### config.mk
export PLATFORM = sky130hd
export DESIGN_NAME = lcd_char_writer
export DESIGN_NICKNAME = d
export VERILOG_FILES = /design/src/rtl/lcd_pkg.sv /design/src/rtl/lcd_addr_map.sv /design/src/rtl/lcd_xfer.sv /design/src/rtl/lcd_seq.sv /design/src/rtl/lcd_char_writer.sv
export SDC_FILE = /design/constraint.sdc
export NUM_CORES = 1
export LEC_CHECK = 0
export CORE_ASPECT_RATIO = 0.5
export CORE_UTILIZATION = 25
export CTS_BUF_LIST = sky130_fd_sc_hd__clkbuf_8
export DETAILED_ROUTE_END_ITERATION = 6
export SLEW_MARGIN = 20
export SYNTH_ARGS = -nofsm -noshare
export SYNTH_HDL_FRONTEND = slang
export SYNTH_SLANG_ARGS = --single-unit
### constraint.sdc
create_clock -name clk -period 3.18 [get_ports clk]
set_input_delay 0.636 -clock clk [delete_from_list [all_inputs] [get_ports clk]]
set_output_delay 0.636 -clock clk [all_outputs]
set_load 0.03 [all_outputs]
### src/rtl/lcd_pkg.sv
package lcd_pkg;

    localparam int         N_INIT       = 4;
    localparam logic [7:0] CMD_SET_ADDR = 8'h80;
    localparam logic [7:0] CMD_CLEAR    = 8'h01;

    typedef enum logic [2:0] {
        PH_IDLE,
        PH_SETUP,
        PH_PULSE,
        PH_HOLD,
        PH_WAIT
    } lcd_phase_e;

    typedef enum logic [2:0] {
        SQ_INIT_ISSUE,
        SQ_INIT_WAIT,
        SQ_IDLE,
        SQ_ADDR_ISSUE,
        SQ_ADDR_WAIT,
        SQ_DATA_ISSUE,
        SQ_DATA_WAIT
    } lcd_seq_e;

    typedef struct packed {
        logic       rs;
        logic [7:0] code;
    } lcd_word_t;

    function automatic logic [7:0] init_cmd(input logic [1:0] idx);
        case (idx)
            2'd0:    return 8'h38;
            2'd1:    return 8'h0C;
            2'd2:    return CMD_CLEAR;
            default: return 8'h06;
        endcase
    endfunction

    function automatic logic needs_long_wait(input lcd_word_t w);
        return (!w.rs) && (w.code == CMD_CLEAR);
    endfunction

endpackage

### src/rtl/lcd_addr_map.sv
module lcd_addr_map #(
    parameter int ROWS = 2,
    parameter int COLS = 8,
    localparam int ROW_W = (ROWS > 1) ? $clog2(ROWS) : 1,
    localparam int COL_W = (COLS > 1) ? $clog2(COLS) : 1
) (
    input  logic [ROW_W-1:0] row,
    input  logic [COL_W-1:0] col,
    output logic [7:0]       addr
);
    always_comb begin
        addr = 8'(row) * 8'(COLS) + 8'(col);
    end
endmodule

### src/rtl/lcd_xfer.sv
module lcd_xfer
    import lcd_pkg::*;
#(
    parameter int SETUP_CYC = 6,
    parameter int PULSE_CYC = 45,
    parameter int HOLD_CYC  = 2,
    parameter int WAIT_CYC  = 4000,
    parameter int CLEAR_CYC = 160000
) (
    input  logic      clk,
    input  logic      rst,
    input  logic      start,
    input  lcd_word_t word_in,
    output lcd_word_t word_out,
    output logic      e_out,
    output logic      done
);
    localparam int M1    = (SETUP_CYC > PULSE_CYC) ? SETUP_CYC : PULSE_CYC;
    localparam int M2    = (M1 > HOLD_CYC) ? M1 : HOLD_CYC;
    localparam int M3    = (M2 > WAIT_CYC) ? M2 : WAIT_CYC;
    localparam int MAXC  = (M3 > CLEAR_CYC) ? M3 : CLEAR_CYC;
    localparam int CNT_W = $clog2(MAXC + 1);

    lcd_phase_e       phase;
    logic [CNT_W-1:0] cnt;
    lcd_word_t        word_q;
    logic             e_q;

    always_ff @(posedge clk) begin
        if (rst) begin
            phase  <= PH_IDLE;
            cnt    <= '0;
            word_q <= '0;
            e_q    <= 1'b0;
        end else begin
            case (phase)
                PH_IDLE: begin
                    if (start) begin
                        word_q <= word_in;
                        phase  <= PH_SETUP;
                        cnt    <= CNT_W'(SETUP_CYC - 1);
                    end
                end
                PH_SETUP: begin
                    if (cnt == '0) begin
                        phase <= PH_PULSE;
                        cnt   <= CNT_W'(PULSE_CYC - 1);
                        e_q   <= 1'b1;
                    end else begin
                        cnt <= cnt - 1'b1;
                    end
                end
                PH_PULSE: begin
                    if (cnt == '0) begin
                        phase <= PH_HOLD;
                        cnt   <= CNT_W'(HOLD_CYC - 1);
                        e_q   <= 1'b0;
                    end else begin
                        cnt <= cnt - 1'b1;
                    end
                end
                PH_HOLD: begin
                    if (cnt == '0) begin
                        phase <= PH_WAIT;
                        cnt   <= needs_long_wait(word_q) ? CNT_W'(CLEAR_CYC - 1)
                                                         : CNT_W'(WAIT_CYC - 1);
                    end else begin
                        cnt <= cnt - 1'b1;
                    end
                end
                PH_WAIT: begin
                    if (cnt == '0) begin
                        phase <= PH_IDLE;
                    end else begin
                        cnt <= cnt - 1'b1;
                    end
                end
                default: phase <= PH_IDLE;
            endcase
        end
    end

    assign word_out = word_q;
    assign e_out    = e_q;
    assign done     = (phase == PH_WAIT) && (cnt == '0);
endmodule

### src/rtl/lcd_seq.sv
module lcd_seq
    import lcd_pkg::*;
#(
    parameter int ROWS = 2,
    parameter int COLS = 8,
    localparam int ROW_W = (ROWS > 1) ? $clog2(ROWS) : 1,
    localparam int COL_W = (COLS > 1) ? $clog2(COLS) : 1
) (
    input  logic             clk,
    input  logic             rst,
    input  logic             req,
    input  logic [ROW_W-1:0] row,
    input  logic [COL_W-1:0] col,
    input  logic [7:0]       char_code,
    input  logic             x_done,
    output logic             start,
    output lcd_word_t        word,
    output logic             busy
);
    lcd_seq_e         state;
    logic [1:0]       idx;
    logic [ROW_W-1:0] row_q;
    logic [COL_W-1:0] col_q;
    logic [7:0]       chr_q;
    logic [7:0]       addr;

    lcd_addr_map #(.ROWS(ROWS), .COLS(COLS)) u_map (
        .row  (row_q),
        .col  (col_q),
        .addr (addr)
    );

    always_ff @(posedge clk) begin
        if (rst) begin
            state <= SQ_INIT_ISSUE;
            idx   <= '0;
            row_q <= '0;
            col_q <= '0;
            chr_q <= '0;
        end else begin
            case (state)
                SQ_INIT_ISSUE: state <= SQ_INIT_WAIT;
                SQ_INIT_WAIT: begin
                    if (x_done) begin
                        if (idx == 2'(N_INIT - 1)) begin
                            state <= SQ_IDLE;
                        end else begin
                            idx   <= idx + 1'b1;
                            state <= SQ_INIT_ISSUE;
                        end
                    end
                end
                SQ_IDLE: begin
                    if (req) begin
                        row_q <= row;
                        col_q <= col;
                        chr_q <= char_code;
                        state <= SQ_ADDR_ISSUE;
                    end
                end
                SQ_ADDR_ISSUE: state <= SQ_ADDR_WAIT;
                SQ_ADDR_WAIT:  if (x_done) state <= SQ_DATA_ISSUE;
                SQ_DATA_ISSUE: state <= SQ_DATA_WAIT;
                SQ_DATA_WAIT:  if (x_done) state <= SQ_IDLE;
                default:       state <= SQ_IDLE;
            endcase
        end
    end

    always_comb begin
        start = 1'b0;
        word  = '0;
        case (state)
            SQ_INIT_ISSUE: begin
                start     = 1'b1;
                word.code = init_cmd(idx);
            end
            SQ_ADDR_ISSUE: begin
                start     = 1'b1;
                word.code = CMD_SET_ADDR | addr;
            end
            SQ_DATA_ISSUE: begin
                start     = 1'b1;
                word.rs   = 1'b1;
                word.code = chr_q;
            end
            default: ;
        endcase
    end

    assign busy = (state != SQ_IDLE);
endmodule

### src/rtl/lcd_char_writer.sv
module lcd_char_writer
    import lcd_pkg::*;
#(
    parameter int ROWS      = 2,
    parameter int COLS      = 8,
    parameter int SETUP_CYC = 6,
    parameter int PULSE_CYC = 45,
    parameter int HOLD_CYC  = 2,
    parameter int WAIT_CYC  = 4000,
    parameter int CLEAR_CYC = 160000,
    localparam int ROW_W = (ROWS > 1) ? $clog2(ROWS) : 1,
    localparam int COL_W = (COLS > 1) ? $clog2(COLS) : 1
) (
    input  logic             clk,
    input  logic             rst,
    input  logic             req,
    input  logic [ROW_W-1:0] row,
    input  logic [COL_W-1:0] col,
    input  logic [7:0]       char_code,
    output logic             busy,
    output logic             lcd_rs,
    output logic             lcd_rw,
    output logic             lcd_e,
    output logic [7:0]       lcd_db
);
    logic      x_start;
    logic      x_done;
    lcd_word_t seq_word;
    lcd_word_t bus_word;

    lcd_seq #(.ROWS(ROWS), .COLS(COLS)) u_seq (
        .clk       (clk),
        .rst       (rst),
        .req       (req),
        .row       (row),
        .col       (col),
        .char_code (char_code),
        .x_done    (x_done),
        .start     (x_start),
        .word      (seq_word),
        .busy      (busy)
    );

    lcd_xfer #(
        .SETUP_CYC (SETUP_CYC),
        .PULSE_CYC (PULSE_CYC),
        .HOLD_CYC  (HOLD_CYC),
        .WAIT_CYC  (WAIT_CYC),
        .CLEAR_CYC (CLEAR_CYC)
    ) u_xfer (
        .clk      (clk),
        .rst      (rst),
        .start    (x_start),
        .word_in  (seq_word),
        .word_out (bus_word),
        .e_out    (lcd_e),
        .done     (x_done)
    );

    assign lcd_rs = bus_word.rs;
    assign lcd_db = bus_word.code;
    assign lcd_rw = 1'b0;
endmodule

==> metrics.md <==
| Metric | Value |
|---|---|
| Synthesized flop and latch total | 48 |
| Antenna violations before repair | 0 |
| GP Congestion | 0.892 |
| Routed len/inst | 13.9 microns |
| Synth top area share | a little over a third |
| # port buffers | 25 |
| Post-DRT Antenna Nets | 0 |
| Number of synthesized flops with an enable pin | 0 |
| Mapped Nets | 363 |
| DP Cell Count | ~500 |
| DP HPWL | 5.05 mm |
| Clock-pin transition on the worst setup and hold timing paths | 90 ps |
| Largest net degree at the start of global routing | 37 |
| Endpoints failing hold | 0 |
| First-pass iteration count of the detailed router | 5 |
| Mean Syn Cell Area | 7.91 sq um |
| DR vias | 2557 |
| Final #Nets | 380 |
| Leak | 0.00109 uW |
| Area of the multi-input gates | approximately 1600 sq um |
| P per Cell Area | 978 nW/um^2 |
| Via-to-Cell Ratio | 5.10 |
| Library cells used by synthesis | 69 |
| Area of the mapped netlist | 2710 sq um |
| CP endpoint kind | primary output |
| Final min period | approximately 2600 ps |
| Final worst path period share | 80.9% |
| YS warnings | 0 |
| Worst slew margin relative to its limit | 48.7% |
| FF/Latch Area | 961 sq um |
| Layout Cells excl Fill | around 500 |
| Root buffer cell | clkbuf_8 |
| Die ar. | around 11000 sq um |
| Synth area leaders | dfxtp_1, nand2_1, a21oi_1 |
| Hold-fix buffers, CTS | 0 |
| RR Startpoint | u_xfer.cnt[0] |
| Reg2Reg Setup Slack | 640 ps |
| Hold Slack | about 460 ps |
| Clock Path Buffers | 2 |
| Drt total wl | roughly 7 mm |
| Vias in the first global route | 2225 |
| Setup repair bufs after CTS | 0 |
| Total negative slack | 0 ps |
| Antenna diode count | 0 |
| Status | finished clean |
| Ports | 27 |
| Post_cts resized | 0 |
| CP max FO | 8 |
| Worst EP required | 2540 ps |
| Setup crit end | busy |
| CORE AREA | 10400 sq um |
| Layout area overhead | 17.6% |
| Drt drc | 0 |
| Max-cap violation count | 0 |
| RSZ-0062 raised after global routing | no |
| Max IR drop VDD | 0.299 mV |
| Starting Density | 26.2% |
| R2R cell count | 8 |
| Rows | 26 |
| First-pass GRT wire length | 11.2 mm |
| Global route overflow | 0 |
| Max Clk Rate | 389 MHz |
| Launch point of the worst path | u_seq.state[1] |
| Final Power | 3120 uW |
| Seq/Total Area, Yosys | 35.4% |
| Yosys top cell by area | dfxtp_1 |
| FF-to-FF End | u_xfer.cnt[12] |
| Placed inst area | 3080 sq um |
| Final Skew | ~12 ps |
| CTS tree | built |
| Die W | 149 microns |
| Critical path type | reg2out |
| Post-Layout Inst Area | around 3200 sq um |
| Async SR Flop Fraction | 0% |
| Hold/Removal Path Class | reg2reg |
| Clock Sinks | 48 |
| Max-slew violation count | 0 |
| CP Launch Type | flip-flop |
| Synth top cells by count | dfxtp_1, nand2_1, nor2_1, a21oi_1, nor3_1 |
| Gate Count Post-Synth | 343 |
| WP data arrival | 1940 ps |
| Main synth FF type | dfxtp_1 |
| CTS H-tree depth | 2 |
| Die Ht | 75.7 microns |
| Final setup viols | 0 |
| Worst-Skew Late Latency | 330 ps |
| Num CTS Buffers | 5 |
| Fraction of layout cells with a size suffix above 1 | 8.31% |
| Slew @ Worst Pin | 762 ps |
| Fillers | roughly 1100 |
| DR iter-0 viols | 156 |
| Overall global routing resource usage | 12.8% |
area by class of cell:
| cell class | instances | area share, % |
|---|---|---|
| repair buffers | 27 | 8.31 |
| inverters | 12 | 1.41 |
| flip-flops and latches | 48 | 30.1 |
| multi-input cells | 266 | 51.1 |
| clock inverters | 3 | 1.45 |
| clock buffers | 5 | 2.16 |
| well taps | 140 | 5.49 |
report_power, final:
part	total (uW)	internal [uW]	switching, uW
Combinational	1710	652	1060
Clock	469	237	232
Sequential	940	735	206
sequential cells by signal, indices dropped and copies added, names as in the netlist:
register / cells
u_xfer.cnt: 18
u_xfer.word_out: 9
u_seq.chr_q: 8
u_seq.col_q: 3
u_seq.state: 3
u_xfer.phase: 3
u_seq.idx: 2
u_seq.row_q: 1
u_xfer.e_out: 1
kinds of logic after synthesis:
group,share of synthesized area [%]
flip-flops,35.4
other,0.138
buffers and inverters,4.56
multiplexers,0.738
AO/OA/AOI/OAI,25.5
AND/OR/NAND/NOR,28.8
XOR/XNOR,2.58
adder cells (fa/ha/maj),2.31
cells in the final DEF, fill, tap and decap left out, types with 5 or more instances in the layout:
master,netlist,routed
nand2_1,48,48
dfxtp_1,48,48
nor2_1,35,35
a21oi_1,34,34
clkdlybuf4s50_1,0,25
nor3_1,14,14
inv_1,12,12
nand3_1,10,10
o21ai_0,10,10
xnor2_1,6,6
or3_1,5,5
ha_1,5,5
clkbuf_8,0,5
critical path, cell delays in order (launching register included):
cell and delay (ps):
dfxtp_1 470, inv_1 140, nor3_1 340, inv_1 80, clkdlybuf4s50_1 600
per-layer routing:
| layer | vias to the layer above | share of wire [%] | track usage (%) |
|---|---|---|---|
| met5 | - | 0 | 0 |
| met2 | 90 | 43 | 19.3 |
| li1 | 1279 | - | - |
| met4 | 0 | 1.5 | 4.99 |
| met1 | 1178 | 48 | 17.6 |
| met3 | 10 | 6.8 | 3.29 |
worst min-delay path by stage:
stage                              start              to  slack [ps]  cells after the start
after floorplan           u_seq.chr_q[0]  u_seq.chr_q[0]         440                      2
after global placement    u_seq.chr_q[1]  u_seq.chr_q[1]         450                      2
after detailed placement  u_seq.chr_q[1]  u_seq.chr_q[1]         450                      2
after CTS                 u_seq.chr_q[1]  u_seq.chr_q[1]         470                      2
after global routing      u_seq.chr_q[1]  u_seq.chr_q[1]         490                      2
final                     u_seq.chr_q[1]  u_seq.chr_q[1]         460                      2
through the flow:
step	worst slack [ps]	utilization (%)
5_1_grt	428	30.7
6_report	607	30.7
4_1_cts	597	30.7
2_1_floorplan	1140	-
3_5_place_dp	686	29.6
3_3_place_gp	677	29.6
Power figures use the tool's default switching activity.
